==> src/rtl/ibb_pkg.sv <==
package ibb_pkg;

  typedef enum logic [1:0] {
    REG_PORT   = 2'd0,
    REG_DATA   = 2'd1,
    REG_GATE   = 2'd2,
    REG_CMD    = 2'd3
  } regSel_e;

  // Command / status bit positions (firmware decodes these)
  localparam int CMD_GO     = 0;  // write: launch; read: any busy
  localparam int CMD_RD     = 1;  // write: read action; read: read-busy
  localparam int STS_WRBUSY = 2;  // read: write-busy
  localparam int STS_ERR    = 3;  // read: sticky error; write 1: clear

  typedef struct packed {
    logic launch;
    logic latchRead;
  } ctrlStrobe_t;

  typedef struct packed {
    logic rdBusy;
    logic wrBusy;
    logic err;
  } ctrlStatus_t;

endpackage

==> src/rtl/ibb_ctrl.sv <==
module ibb_ctrl
  import ibb_pkg::*;
#(
  parameter int DATA_W  = 8,
  parameter int TIMEOUT = 64
) (
  input  logic              clk,
  input  logic              rstN,
  input  logic              pwrGood,
  input  logic              regWe,
  input  logic [1:0]        regAddr,
  input  logic [DATA_W-1:0] regWdata,
  input  logic              gateEn,
  input  logic              cfgAck,
  output ctrlStrobe_t       strobe,
  output ctrlStatus_t       status,
  output logic              cfgReq,
  output logic              cfgWrite
);

  localparam int CNT_W = (TIMEOUT > 1) ? $clog2(TIMEOUT) : 1;
  localparam logic [CNT_W-1:0] LAST_WAIT = CNT_W'(TIMEOUT - 1);

  logic             rdBusy, wrBusy, errFlag;
  logic [CNT_W-1:0] waitCnt;
  logic             cmdWrite, goReq, readSel, errClr;
  logic             anyBusy, launchOk, collide, ackSeen, expire, finish;

  assign cmdWrite = regWe && (regAddr == REG_CMD);
  assign goReq    = cmdWrite && regWdata[CMD_GO];
  assign readSel  = regWdata[CMD_RD];
  assign errClr   = cmdWrite && regWdata[STS_ERR];
  assign anyBusy  = rdBusy | wrBusy;
  assign launchOk = goReq && !anyBusy && gateEn && pwrGood;
  assign collide  = goReq && (anyBusy || !pwrGood);
  assign ackSeen  = anyBusy && cfgAck;
  assign expire   = anyBusy && !cfgAck && (waitCnt == LAST_WAIT);
  assign finish   = ackSeen || expire;

  always_ff @(posedge clk) begin
    if (!rstN) begin
      rdBusy <= 1'b0;
      wrBusy <= 1'b0;
    end else if (launchOk) begin
      rdBusy <= readSel;
      wrBusy <= !readSel;
    end else if (finish) begin
      rdBusy <= 1'b0;
      wrBusy <= 1'b0;
    end
  end

  always_ff @(posedge clk) begin
    if (!rstN)                 waitCnt <= '0;
    else if (launchOk || finish) waitCnt <= '0;
    else if (anyBusy)          waitCnt <= waitCnt + 1'b1;
  end

  always_ff @(posedge clk) begin
    if (!rstN)                  errFlag <= 1'b0;
    else if (collide || expire) errFlag <= 1'b1;
    else if (errClr)            errFlag <= 1'b0;
  end

  always_comb begin
    strobe.launch    = launchOk;
    strobe.latchRead = ackSeen && rdBusy;
    status.rdBusy    = rdBusy;
    status.wrBusy    = wrBusy;
    status.err       = errFlag;
  end

  assign cfgReq   = anyBusy;
  assign cfgWrite = wrBusy;

  AST_BUSY_EXCLUSIVE: assert property (@(posedge clk) disable iff (!rstN)
    !(rdBusy && wrBusy));
  AST_GATE_BLOCKS: assert property (@(posedge clk) disable iff (!rstN)
    (goReq && !gateEn && !anyBusy) |=> !anyBusy);
  AST_NO_POWER_NO_START: assert property (@(posedge clk) disable iff (!rstN)
    (goReq && !pwrGood && !anyBusy) |=> (!anyBusy && errFlag));
  AST_ACK_ENDS: assert property (@(posedge clk) disable iff (!rstN)
    (anyBusy && cfgAck) |=> !anyBusy);
  AST_COLLIDE_FLAGS: assert property (@(posedge clk) disable iff (!rstN)
    (goReq && anyBusy && !cfgAck) |=> (errFlag && anyBusy));
  AST_WAIT_BOUND: assert property (@(posedge clk) disable iff (!rstN)
    (waitCnt <= LAST_WAIT));
  AST_EXPIRE_ERR: assert property (@(posedge clk) disable iff (!rstN)
    (anyBusy && !cfgAck && waitCnt == LAST_WAIT) |=> (errFlag && !anyBusy));

endmodule

==> src/rtl/ibb_dpath.sv <==
module ibb_dpath
  import ibb_pkg::*;
#(
  parameter int DATA_W = 8
) (
  input  logic              clk,
  input  logic              rstN,
  input  logic              regWe,
  input  logic [1:0]        regAddr,
  input  logic [DATA_W-1:0] regWdata,
  output logic [DATA_W-1:0] regRdata,
  input  ctrlStrobe_t       strobe,
  input  ctrlStatus_t       status,
  input  logic [DATA_W-1:0] cfgRdata,
  output logic              gateEn,
  output logic              cfgPort,
  output logic [DATA_W-1:0] cfgWdata
);

  logic              portSel;
  logic [DATA_W-1:0] dataReg;
  logic              gateReg;
  logic              busPort;
  logic [DATA_W-1:0] busWdata;
  logic              busyIn;

  assign busyIn = status.rdBusy | status.wrBusy;

  always_ff @(posedge clk) begin
    if (!rstN) begin
      portSel <= 1'b0;
      gateReg <= 1'b0;
    end else if (regWe) begin
      if (regAddr == REG_PORT) portSel <= regWdata[0];
      if (regAddr == REG_GATE) gateReg <= regWdata[0];
    end
  end

  // returned read byte has priority over a firmware write in the same clock
  always_ff @(posedge clk) begin
    if (!rstN)                                  dataReg <= '0;
    else if (strobe.latchRead)                  dataReg <= cfgRdata;
    else if (regWe && regAddr == REG_DATA)      dataReg <= regWdata;
  end

  always_ff @(posedge clk) begin
    if (!rstN) begin
      busPort  <= 1'b0;
      busWdata <= '0;
    end else if (strobe.launch) begin
      busPort  <= portSel;
      busWdata <= dataReg;
    end
  end

  always_comb begin
    regRdata = '0;
    unique case (regAddr)
      REG_PORT: regRdata[0] = portSel;
      REG_DATA: regRdata    = dataReg;
      REG_GATE: regRdata[0] = gateReg;
      REG_CMD: begin
        regRdata[CMD_GO]     = busyIn;
        regRdata[CMD_RD]     = status.rdBusy;
        regRdata[STS_WRBUSY] = status.wrBusy;
        regRdata[STS_ERR]    = status.err;
      end
      default: regRdata = '0;
    endcase
  end

  assign gateEn   = gateReg;
  assign cfgPort  = busPort;
  assign cfgWdata = busWdata;

  AST_OPERANDS_HELD: assert property (@(posedge clk) disable iff (!rstN)
    (busyIn && $past(busyIn)) |-> ($stable(busPort) && $stable(busWdata)));
  AST_READ_LATCHED: assert property (@(posedge clk) disable iff (!rstN)
    strobe.latchRead |=> (dataReg == $past(cfgRdata)));

endmodule

==> src/rtl/ibb_bridge.sv <==
module ibb_bridge
  import ibb_pkg::*;
#(
  parameter int DATA_W  = 8,
  parameter int TIMEOUT = 64
) (
  input  logic              clk,
  input  logic              rstN,
  input  logic              pwrGood,
  input  logic              regWe,
  input  logic [1:0]        regAddr,
  input  logic [DATA_W-1:0] regWdata,
  output logic [DATA_W-1:0] regRdata,
  output logic              cfgReq,
  output logic              cfgWrite,
  output logic              cfgPort,
  output logic [DATA_W-1:0] cfgWdata,
  input  logic              cfgAck,
  input  logic [DATA_W-1:0] cfgRdata
);

  ctrlStrobe_t strobe;
  ctrlStatus_t status;
  logic        gateEn;

  ibb_ctrl #(.DATA_W(DATA_W), .TIMEOUT(TIMEOUT)) u_ctrl (
    .clk      (clk),
    .rstN     (rstN),
    .pwrGood  (pwrGood),
    .regWe    (regWe),
    .regAddr  (regAddr),
    .regWdata (regWdata),
    .gateEn   (gateEn),
    .cfgAck   (cfgAck),
    .strobe   (strobe),
    .status   (status),
    .cfgReq   (cfgReq),
    .cfgWrite (cfgWrite)
  );

  ibb_dpath #(.DATA_W(DATA_W)) u_dpath (
    .clk      (clk),
    .rstN     (rstN),
    .regWe    (regWe),
    .regAddr  (regAddr),
    .regWdata (regWdata),
    .regRdata (regRdata),
    .strobe   (strobe),
    .status   (status),
    .cfgRdata (cfgRdata),
    .gateEn   (gateEn),
    .cfgPort  (cfgPort),
    .cfgWdata (cfgWdata)
  );

  AST_IDLE_AFTER_RESET: assert property (@(posedge clk)
    !rstN |=> !cfgReq);

endmodule

==> config.mk <==
export PLATFORM = sky130hd
export DESIGN_NAME = ibb_bridge
export DESIGN_NICKNAME = d
export VERILOG_FILES = /design/src/rtl/ibb_pkg.sv /design/src/rtl/ibb_ctrl.sv /design/src/rtl/ibb_dpath.sv /design/src/rtl/ibb_bridge.sv
export SDC_FILE = /design/constraint.sdc
export NUM_CORES = 1
export LEC_CHECK = 0
export BUFFER_PORTS_ARGS = -buffer_cell sky130_fd_sc_hd__buf_4
export CAP_MARGIN = 20
export CORE_ASPECT_RATIO = 0.5
export CORE_MARGIN = 8
export CORE_UTILIZATION = 50
export CTS_CLUSTER_SIZE = 20
export DETAILED_ROUTE_END_ITERATION = 12
export GPL_ROUTABILITY_DRIVEN = 0
export MAX_ROUTING_LAYER = met4
export PLACE_DENSITY_LB_ADDON = 0.05
export SETUP_SLACK_MARGIN = 0.02
export SKIP_CTS_REPAIR_TIMING = 1
export SLEW_MARGIN = 30
export SYNTH_ARGS = -nofsm -noshare
export SYNTH_HDL_FRONTEND = slang
export SYNTH_HIERARCHICAL = 1
export SYNTH_SLANG_ARGS = --single-unit
==> constraint.sdc <==
create_clock -name clk -period 1.82 [get_ports clk]
set_input_delay 0.364 -clock clk [delete_from_list [all_inputs] [get_ports clk]]
set_output_delay 0.364 -clock clk [all_outputs]
set_load 0.02 [all_outputs]
==> results, run 1 <==
- The number of distinct library cells after synthesis is 40.
- The run finished with clean final reports.
- Clock-pin slew was measured on the worst setup and hold paths at about 0.10 ns.
- The die span in y is around 54 µm.
- The worst clock skew on the final layout is about 0.0049 ns.
- The initial utilization of the core area, before any placement, comes to ~54%.
- In the layout the commonest cells are buf_4 (45), dfxtp_1 (27), mux2i_1 (23).
- The min-delay analysis places its worst path in the category in -> reg.
- The critical register-to-register path endpoint is u_ctrl/cfgWrite.
- The mean routed wirelength per cell is roughly 15 µm.
- Static timing analysis puts the maximum clock frequency at between 0.5 and 0.6 GHz.
- At the pin with the least slew margin, the transition time is about 0.45 ns.
- The die covers a little under 5000 µm².
- The CTS root buffer is clkbuf_8.
- The final hold violation count is 0.
- The final max-slew violation count was 0.
- The tree built by TritonCTS fans out to 28 sinks.
- For this run, asynchronously set or reset flops after synthesis account for 0%.
- The final period utilization is slightly below 100%.
- The detailed-route DRC error count is 0.
- Setup violations remaining at the end of the flow were counted as 0.
- Counting the buffers created by CTS gives 3.
- Leaving out fill and tap cells, the most frequent cell in the layout is buf_4.
- TritonCTS built the clock tree.
- The filler cells instantiated in the layout total between 200 and 250.
- STA classifies the critical path startpoint as a flip-flop.
- The number of nets produced by synthesis is between 150 and 200.
- The wire length of the first global-routing pass is approximately 5000 µm.
- In this run the tool buffered the top-level ports with around 40 buffer cells.
- The netlist area before placement is ~1400 µm².
- The beginning of the worst register-to-register path is u_ctrl/waitCnt[0].
- The worst hold path was traced through 3 stages.
- The diode insertion count for antenna repair is 0.
- The synthesis-to-layout area growth is 27.6%.
- The capture endpoint of the worst hold path is u_dpath/dataReg[3].
- The share of post-route cells with drive strength above 1 is 31.7%.
- Before CTS, the worst setup slack after placement is 0.207 ns.
- The global router's overall resource usage is between 10% and 20%.
- The flop and latch count out of synthesis is 28.
- The residual antenna-violating net count after detailed routing is 0.
- The via count of the routed design is approximately 1100.
- The routed via count divided by cell count is around 5.2.
- Setup repair after global routing could not meet its margin everywhere.
- The sequential share of the synthesized area is 39.6%.
- In the synthesized netlist the dominant register cell turns out to be dfxtp_1.
- The deepest level of the CTS H-tree is 1.
- The core region is around 2600 µm².
- Setup total negative slack on the finished layout was measured at 0 ns.
- The setup slack after layout is between 0.015 and 0.02 ns.
- Summed over all layers, the global routing overflow is 0.
- Along the worst path, the maximum fanout reaches 2.
- The launch instance of the worst min-delay path is cfgRdata[3].
- Power spread over the standard cell area amounts to between 600 and 700 nW/µm².
- The post-detailed-placement half-perimeter wirelength is 2470 µm.
- The number of rows in the core area is 13.
- The via count of the first global-routing pass is around 1100.
- The worst register-to-register path has a setup slack of 0.28 ns.
- The reported leakage power is approximately 0.0008 µW.
- The clock latency reported for the late side of the worst-skew pair is between 0.2 and 0.3 ns.
- The floorplan step set the die width to approximately 91 µm.
- The worst setup path is captured at an output pin.
- The initial DRC count is 35.
- The time the final worst path needs with I/O delays and setup is roughly 1.8 ns.
- The number of synthesis warnings is 6.
- The worst-case IR drop observed on VDD is between 600 and 700 µV.
- The type of the worst setup path is reg -> out.
- The number of maximum-capacitance constraint violations is 0.
- The number of enable flip-flop cells after synthesis is 0.
- The initial antenna violation count is 0.
- The length in cells of the worst reg-to-reg path is 4.
- Measured against its own limit, the worst slew margin works out to ~70%.
- At the worst endpoint, the required time is between 1 and 1.5 ns.
- In this run the count of I/O pins placed on the die edge is 42.
- The final routed wirelength across all metal layers is roughly 3300 µm.
- The net count of the finished layout is about 210.
- The clock passes through at most 2 buffers.
- STA puts the critical path data arrival time at 1.44 ns.
- The number of instances in the synthesized netlist is 139.
- Each instance of the synthesized netlist takes up on average around 10 µm².
- The first TritonRoute pass finished after 4 iterations.
- The pin count of the biggest net entering global routing is 24.
[final cells by class]
cell class	count	area, µm²	area share, %
Inverter	6	22.5	1.25
Timing Repair Buffer	46	349	19.3
Clock buffer	3	41.3	2.29
Tap cell	37	46.3	2.56
Clock inverter	1	30.0	1.66
Multi-Input combinational cell	96	754	41.8
Sequential cell	28	562	31.1
[worst max path at each step]
stage | cells past startpoint | start | end
final | 3 | u_ctrl/cfgWrite | regRdata[0]
after global routing | 3 | u_ctrl/cfgWrite | regRdata[0]
after CTS | 3 | u_ctrl/rdBusy | regRdata[0]
after detailed placement | 3 | regAddr[1] | regRdata[0]
after global placement | 3 | regAddr[1] | regRdata[0]
after floorplan | 3 | u_ctrl/cfgWrite | regRdata[0]
[per-stage QoR]
| step | total power, µW | area, µm² | instances | hold slack [ns] | utilization [%] |
|---|---|---|---|---|---|
| floorplan | 698 | 1420 | 139 | 0.467 | - |
| global placement | 750 | 1730 | 213 | 0.482 | 65.8 |
| detailed placement | 751 | 1730 | 213 | 0.498 | 65.8 |
| CTS | 1240 | 1800 | 217 | 0.350 | 68.5 |
| global route | 1280 | 1810 | 217 | 0.354 | 68.5 |
| finish | 1230 | 1810 | 217 | 0.356 | 68.5 |
[cells in the mapped netlist (all sizes together) (2+ instances only)]
library cell / instances / area [µm²]
nand3b: 2 / 27.5
inv: 5 / 18.8
nor2b: 15 / 93.8
dfxtp: 28 / 561
o2111ai: 2 / 17.5
a21oi: 8 / 40.0
nor3: 6 / 30.0
xor2: 4 / 35.0
and2: 5 / 32.5
clkbuf: 2 / 7.51
mux2i: 23 / 230
o21ai: 11 / 58.8
buf: 7 / 66.3
[where the power goes]
group	internal, µW	switching (µW)
registers	621	6.16
clock network	295	192
logic	63.5	48.4
total	979	247
[routing by layer]
| layer | track usage (%) | routed length, µm |
|---|---|---|
| met5 | - | 0 |
| met4 | 2.41 | 8 |
| met3 | 5.54 | 198 |
| met2 | 22.9 | 1590 |
| met1 | 14.5 | 1530 |
[critical path, cell delays in order, from the launching register on]
cell,delay [ns]
dfxtp_1,0.32
or2_1,0.22
mux4_2,0.48
buf_6,0.15
[kinds of logic (layout without fill, tap and decap cells)]
family	after synthesis	in the layout	share of synthesized area [%]
AO/OA/AOI/OAI	29	29	14.8
XOR/XNOR	4	4	2.48
multiplexers	24	24	18.1
AND/OR/NAND/NOR	38	38	17.3
buffers and inverters	15	56	6.81
flip-flops	28	28	39.6
adder cells (fa/ha/maj)	1	1	0.884
Power figures use the tool's default switching activity.
==> run 2, diff against run 1 <==
--- a/config.mk
+++ b/config.mk
@@ -14,7 +14,7 @@
 export DETAILED_ROUTE_END_ITERATION = 12
 export GPL_ROUTABILITY_DRIVEN = 0
 export MAX_ROUTING_LAYER = met4
-export PLACE_DENSITY_LB_ADDON = 0.05
+export PLACE_DENSITY = 0.78
 export SETUP_SLACK_MARGIN = 0.02
 export SKIP_CTS_REPAIR_TIMING = 1
 export SLEW_MARGIN = 30
==> results, run 2 (synthesis results as in run 1) <==
- The final max-slew violation count is 0 (unchanged).
- The setup slack after layout was 0.0205 ns (was 0.0173 ns).
- The worst clock skew on the final layout was 0.00290 ns (was 0.00487 ns).
- The first-pass iteration count of the detailed router came to 4 (unchanged).
- The share of post-route cells with drive strength above 1 came to 30.7% (was 31.7%).
- The die outline area came to 4890 µm² (unchanged).
- The number of buffer cells added on primary ports was 41 (unchanged).
- The data required time of the critical path came to 1.46 ns (about the same).
- The maximum VDD drop is 523 µV (was 694 µV).
- The total power is 1060 µW (was 1230 µW).
- The starting density of the core was 53.7% (unchanged).
- The via count of the routed design was 1121 (unchanged).
- The number of cells traversed by the worst hold path came to 3 (unchanged).
- Unrepaired setup endpoints after global routing: yes (unchanged).
- The final layout net count is 205 (unchanged).
- The kind of capture point of the worst setup path is an output pin (unchanged).
- The final hold violation count is 0 (unchanged).
- The clock tree from TritonCTS is yes (unchanged).
- The register-to-register path setup slack was 0.27 ns (was 0.28 ns).
- The synthesis-to-layout area growth is 26.3% (was 27.6%).
- The die span in y is 53.6 µm (unchanged).
- The final period utilization was 98.9% (was 99.1%).
- The number of rows in the core area came to 13 (unchanged).
- The length in cells of the worst reg-to-reg path is 4 (unchanged).
- The detailed-route DRC error count came to 0 (unchanged).
- The post-detailed-placement half-perimeter wirelength is 2400 µm (was 2470 µm).
- The slew of the pin with the lowest slew margin is 0.447 ns (was 0.449 ns).
- The top-level I/O count came to 42 (unchanged).
- The most common cell after layout, fill and taps aside is buf_4 (unchanged).
- The clock buffer count from CTS is 3 (unchanged).
- The clock slew seen by the registers of the worst setup and hold paths is 0.09 ns (was 0.10 ns).
- The number of buffers on the longest clock path is 2 (unchanged).
- The worst-case setup slack after placement came to 0.222 ns (was 0.207 ns).
- Top library cells by usage in the layout, fill and taps aside: buf_4 (44), dfxtp_1 (28), mux2i_1 (23) (was buf_4 (45), dfxtp_1 (27), mux2i_1 (23)).
- The number of maximum-capacitance constraint violations is 0 (unchanged).
- The launching element type of the critical path was a flip-flop (unchanged).
- The clock latency reported for the late side of the worst-skew pair came to 0.27 ns (was 0.28 ns).
- The total congestion overflow came to 0 (unchanged).
- The global router's overall resource usage is 13.6% (was 13.3%).
- The beginning of the worst register-to-register path is u_ctrl/waitCnt[0] (unchanged).
- The pin count of the biggest net entering global routing is 24 (unchanged).
- The core footprint was 2640 µm² (unchanged).
- The residual antenna-violating net count after detailed routing is 0 (unchanged).
- The final routed wirelength across all metal layers is 3120 µm (was 3320 µm).
- The time the final worst path needs with I/O delays and setup is 1.80 ns (about the same).
- The summed area of non-filler cells in the final layout is 1790 µm² (was 1810 µm²).
- The diode insertion count for antenna repair is 0 (unchanged).
- The wire length of the first global-routing pass is 5180 µm (was 5050 µm).
- The launch instance of the worst min-delay path is cfgRdata[5] (was cfgRdata[3]).
- The initial antenna violation count was 0 (unchanged).
- The arrival time of the worst setup path was 1.44 ns (about the same).
- Result of the run: finished clean (unchanged).
- The launch point of the worst path is u_ctrl/rdBusy (was u_ctrl/cfgWrite).
- The capture endpoint of the worst hold path is u_dpath/dataReg[5] (was u_dpath/dataReg[3]).
- The number of endpoints failing setup at the final stage is 0 (unchanged).
- The initial DRC count was 17 (was 35).
- The mean routed wirelength per cell is 14.4 µm (was 15.3 µm).
- The placed instance area is 1750 µm² (was 1730 µm²).
- The type of the worst setup path is reg -> out (unchanged).
- The reported leakage power came to 0.000788 µW (was 0.000800 µW).
- The CTS root buffer is clkbuf_8 (unchanged).
- The peak fanout along the critical path is 2 (unchanged).
- The maximum clock frequency is 0.556 GHz (was 0.555 GHz).
- The critical register-to-register path endpoint is u_ctrl/cfgWrite (unchanged).
- The summed negative setup slack over all endpoints is 0 ns (unchanged).
- The number of clock sinks seen by CTS is 28 (unchanged).
- The deepest level of the CTS H-tree was 1 (unchanged).
- The fill cell instance count of the final layout was 230 (was 232).
- The power per cell area came to 592 nW/µm² (was 679 nW/µm²).
- The via count of the first global-routing pass was 1112 (was 1086).
- The worst hold margin is 0.363 ns (was 0.356 ns).
- The routed via count divided by cell count is 5.19 (was 5.17).
- The die width is 91.2 µm (unchanged).
- The type of the worst min-delay path is in -> reg (unchanged).
- The tightest slew margin relative to the limit came to 70.1% (was 70.0%).
[run 2: changes by cell type in the layout (fill, tap and decap cells not counted), sizes merged]
| cell | before | now |
|---|---|---|
| bufinv | 1 | 0 |
[run 2: worst max-delay path, cell delays in order, from the launching register on]
cell and delay, ns:
dfxtp_1 0.32, or2_1 0.23, mux4_2 0.48, buf_6 0.15
[run 2: worst max-delay path by stage]
stage | end | slack, ns
after floorplan | regRdata[0] | 0.09
after global placement | regRdata[0] | 0.23
after detailed placement | regRdata[0] | 0.22
after CTS | regRdata[0] | -0.005
after global routing | regRdata[0] | -0.05
final | regRdata[0] | 0.02
[run 2: final cells by class]
type	count	area [µm²]	share of cell area, %
multi-input cells	96	754	42.2
flip-flops and latches	28	561	31.4
inverters	6	22.5	1.26
repair buffers	46	362	20.2
well taps	37	46.3	2.59
clock buffers	3	41.3	2.31
[run 2: power breakdown]
part / internal, µW / switching [µW]
clock: 148 / 172
sequential: 621 / 6.26
combinational: 63.5 / 46.3
total: 832 / 225
[run 2: metal layers]
layer  up-vias  GRT usage [%]  wire, µm
li1        575              -         -
met1       518           14.8      1420
met2        26           24.1      1500
met3         2           4.16       172
met4         0           3.75        22
met5         -              -         0
[run 2: per-stage QoR]
step                util [%]  cells
global route            67.8    216
finish                  67.8    216
detailed placement      66.2    213
CTS                     67.8    216
global placement        66.2    213
floorplan                  -    139
==> run 3, diff against run 2 <==
--- a/config.mk
+++ b/config.mk
@@ -15,6 +15,7 @@
 export GPL_ROUTABILITY_DRIVEN = 0
 export MAX_ROUTING_LAYER = met4
 export PLACE_DENSITY = 0.78
+export RECOVER_POWER = 25
 export SETUP_SLACK_MARGIN = 0.02
 export SKIP_CTS_REPAIR_TIMING = 1
 export SLEW_MARGIN = 30
==> results, run 3 (synthesis results as in run 1) <==
- The most common cell after layout, fill and taps aside was buf_4 (unchanged).
- The kind of capture point of the worst setup path is an output pin (unchanged).
- The residual antenna-violating net count after detailed routing is 0 (unchanged).
- The launching element type of the critical path is a flip-flop (unchanged).
- The switching power as a share of total power is 21.2% (was 21.3%).
- The number of endpoints failing setup at the final stage was 0 (unchanged).
- The internal power is 831 µW (was 832 µW).
- The die span in y is 53.6 µm (unchanged).
- The final layout net count is 205 (unchanged).
- The CTS root buffer is clkbuf_8 (unchanged).
- The diode insertion count for antenna repair is 0 (unchanged).
- The combinational power share is 10.3% (was 10.4%).
- The fill cell instance count of the final layout is 233 (was 230).
- The top-level I/O count is 42 (unchanged).
- The power per cell area is 603 nW/µm² (was 592 nW/µm²).
- The switching power summed over all nets was 224 µW (was 225 µW).
- The number of buffers on the longest clock path is 2 (unchanged).
- The first-pass iteration count of the detailed router is 4 (unchanged).
- The type of the worst min-delay path is in -> reg (unchanged).
- The clock tree from TritonCTS is yes (unchanged).
- The initial DRC count came to 15 (was 17).
- Top library cells by usage in the layout, fill and taps aside: buf_4 (34), dfxtp_1 (28), mux2i_1 (23) (was buf_4 (44), dfxtp_1 (28), mux2i_1 (23)).
- The summed area of non-filler cells in the final layout is 1750 µm² (was 1790 µm²).
- The reported leakage power is 0.000746 µW (was 0.000788 µW).
- Unrepaired setup endpoints after global routing: yes (unchanged).
- The die width is 91.2 µm (unchanged).
- The wire length of the first global-routing pass is 5180 µm (unchanged).
- The via count of the first global-routing pass came to 1112 (unchanged).
- The tightest slew margin relative to the limit is 70.5% (was 70.1%).
- The relative contribution of the clock network to total power is 30.3% (about the same).
- The synthesis-to-layout area growth is 23.6% (was 26.3%).
- The clock latency reported for the late side of the worst-skew pair is 0.27 ns (about the same).
- The type of the worst setup path is reg -> out (unchanged).
- The mean routed wirelength per cell is 14.5 µm (was 14.4 µm).
- The final hold violation count was 0 (unchanged).
- The number of maximum-capacitance constraint violations is 0 (unchanged).
- The maximum VDD drop is 522 µV (was 523 µV).
- The worst clock skew on the final layout is 0.00247 ns (was 0.00290 ns).
- The maximum clock frequency was 0.556 GHz (about the same).
- The routed via count divided by cell count is 5.15 (was 5.19).
- Result of the run: finished clean (unchanged).
- The worst hold margin is 0.364 ns (was 0.363 ns).
- The total congestion overflow is 0 (unchanged).
- The arrival time of the worst setup path came to 1.43 ns (was 1.44 ns).
- The data required time of the critical path is 1.46 ns (about the same).
- The placed instance area is 1750 µm² (unchanged).
- The starting density of the core is 53.7% (unchanged).
- The detailed-route DRC error count is 0 (unchanged).
- The share of post-route cells with drive strength above 1 is 25.1% (was 30.7%).
- The time the final worst path needs with I/O delays and setup is 1.80 ns (about the same).
- The number of buffer cells added on primary ports is 41 (unchanged).
- The clock buffer count from CTS is 3 (unchanged).
- The peak fanout along the critical path came to 2 (unchanged).
- The post-detailed-placement half-perimeter wirelength is 2400 µm (unchanged).
- The sequential share of power came to 59.4% (was 59.3%).
- The slew of the pin with the lowest slew margin was 0.442 ns (was 0.447 ns).
- The die outline area is 4890 µm² (unchanged).
- The deepest level of the CTS H-tree is 1 (unchanged).
- The final period utilization is 98.8% (was 98.9%).
- The pin count of the biggest net entering global routing was 24 (unchanged).
- The core footprint is 2640 µm² (unchanged).
- The final max-slew violation count was 0 (unchanged).
- The number of rows in the core area came to 13 (unchanged).
- The final routed wirelength across all metal layers is 3140 µm (was 3120 µm).
- The via count of the routed design is 1112 (was 1121).
- The clock slew seen by the registers of the worst setup and hold paths is 0.09 ns (about the same).
- The global router's overall resource usage was 13.6% (unchanged).
- The number of clock sinks seen by CTS is 28 (unchanged).
- The initial antenna violation count is 0 (unchanged).
[run 3: changes by cell type in the layout (fill, tap and decap cells not counted)]
cell	delta
clkbuf_1	+10
buf_4	-10
[run 3: power groups by stage]
stage	clock, µW	combinational, µW	sequential [µW]
6_report	320	109	627
5_1_grt	360	118	629
4_1_cts	336	110	627
3_5_place_dp	0	109	641
3_3_place_gp	0	108	641
2_1_floorplan	0	58.2	639
[run 3: routing by layer]
layer  up-vias  share of wire [%]  track usage (%)
li1        574                  -                -
met1       510                 45             14.8
met2        26                 48             24.1
met3         2                6.0             4.16
met4         0               0.70             3.75
met5         -                  0                -
[run 3: final timing paths]
kind                                        start                  to  slack (ns)  cells after the start
worst max register to register  u_ctrl/waitCnt[0]     u_ctrl/cfgWrite        0.28                      4
worst min register to register  u_ctrl/waitCnt[5]   u_ctrl/waitCnt[5]        0.51                      2
worst max-delay path                u_ctrl/rdBusy         regRdata[0]        0.02                      3
worst min-delay path                  cfgRdata[5]  u_dpath/dataReg[5]        0.36                      3
[run 3: critical path, stage by stage, from the launching register on]
cell,delay (ns)
dfxtp_1,0.32
or2_1,0.23
mux4_2,0.48
buf_6,0.15
[run 3: per-stage QoR]
| step | util, % | instances | setup slack (ns) | TNS (ns) | power [µW] |
|---|---|---|---|---|---|
| after detailed placement | 66.2 | 213 | 0.222 | 0 | 751 |
| after CTS | 67.8 | 216 | -0.00463 | -0.00463 | 1070 |
| after global placement | 66.2 | 213 | 0.226 | 0 | 749 |
| after floorplan | - | 139 | 0.0909 | 0 | 698 |
| after global routing | 66.4 | 216 | -0.0536 | -0.0536 | 1110 |
| final | 66.4 | 216 | 0.0217 | 0 | 1060 |
[run 3: cell type report]
class                      instances  area, µm²  share of cell area (%)
clock buffer                       3       41.3                    2.36
tap                               37       46.3                    2.65
sequential                        28        561                    32.0
inverter                           6       22.5                    1.29
timing repair buffer              46        324                    18.5
multi-input combinational         96        754                    43.1
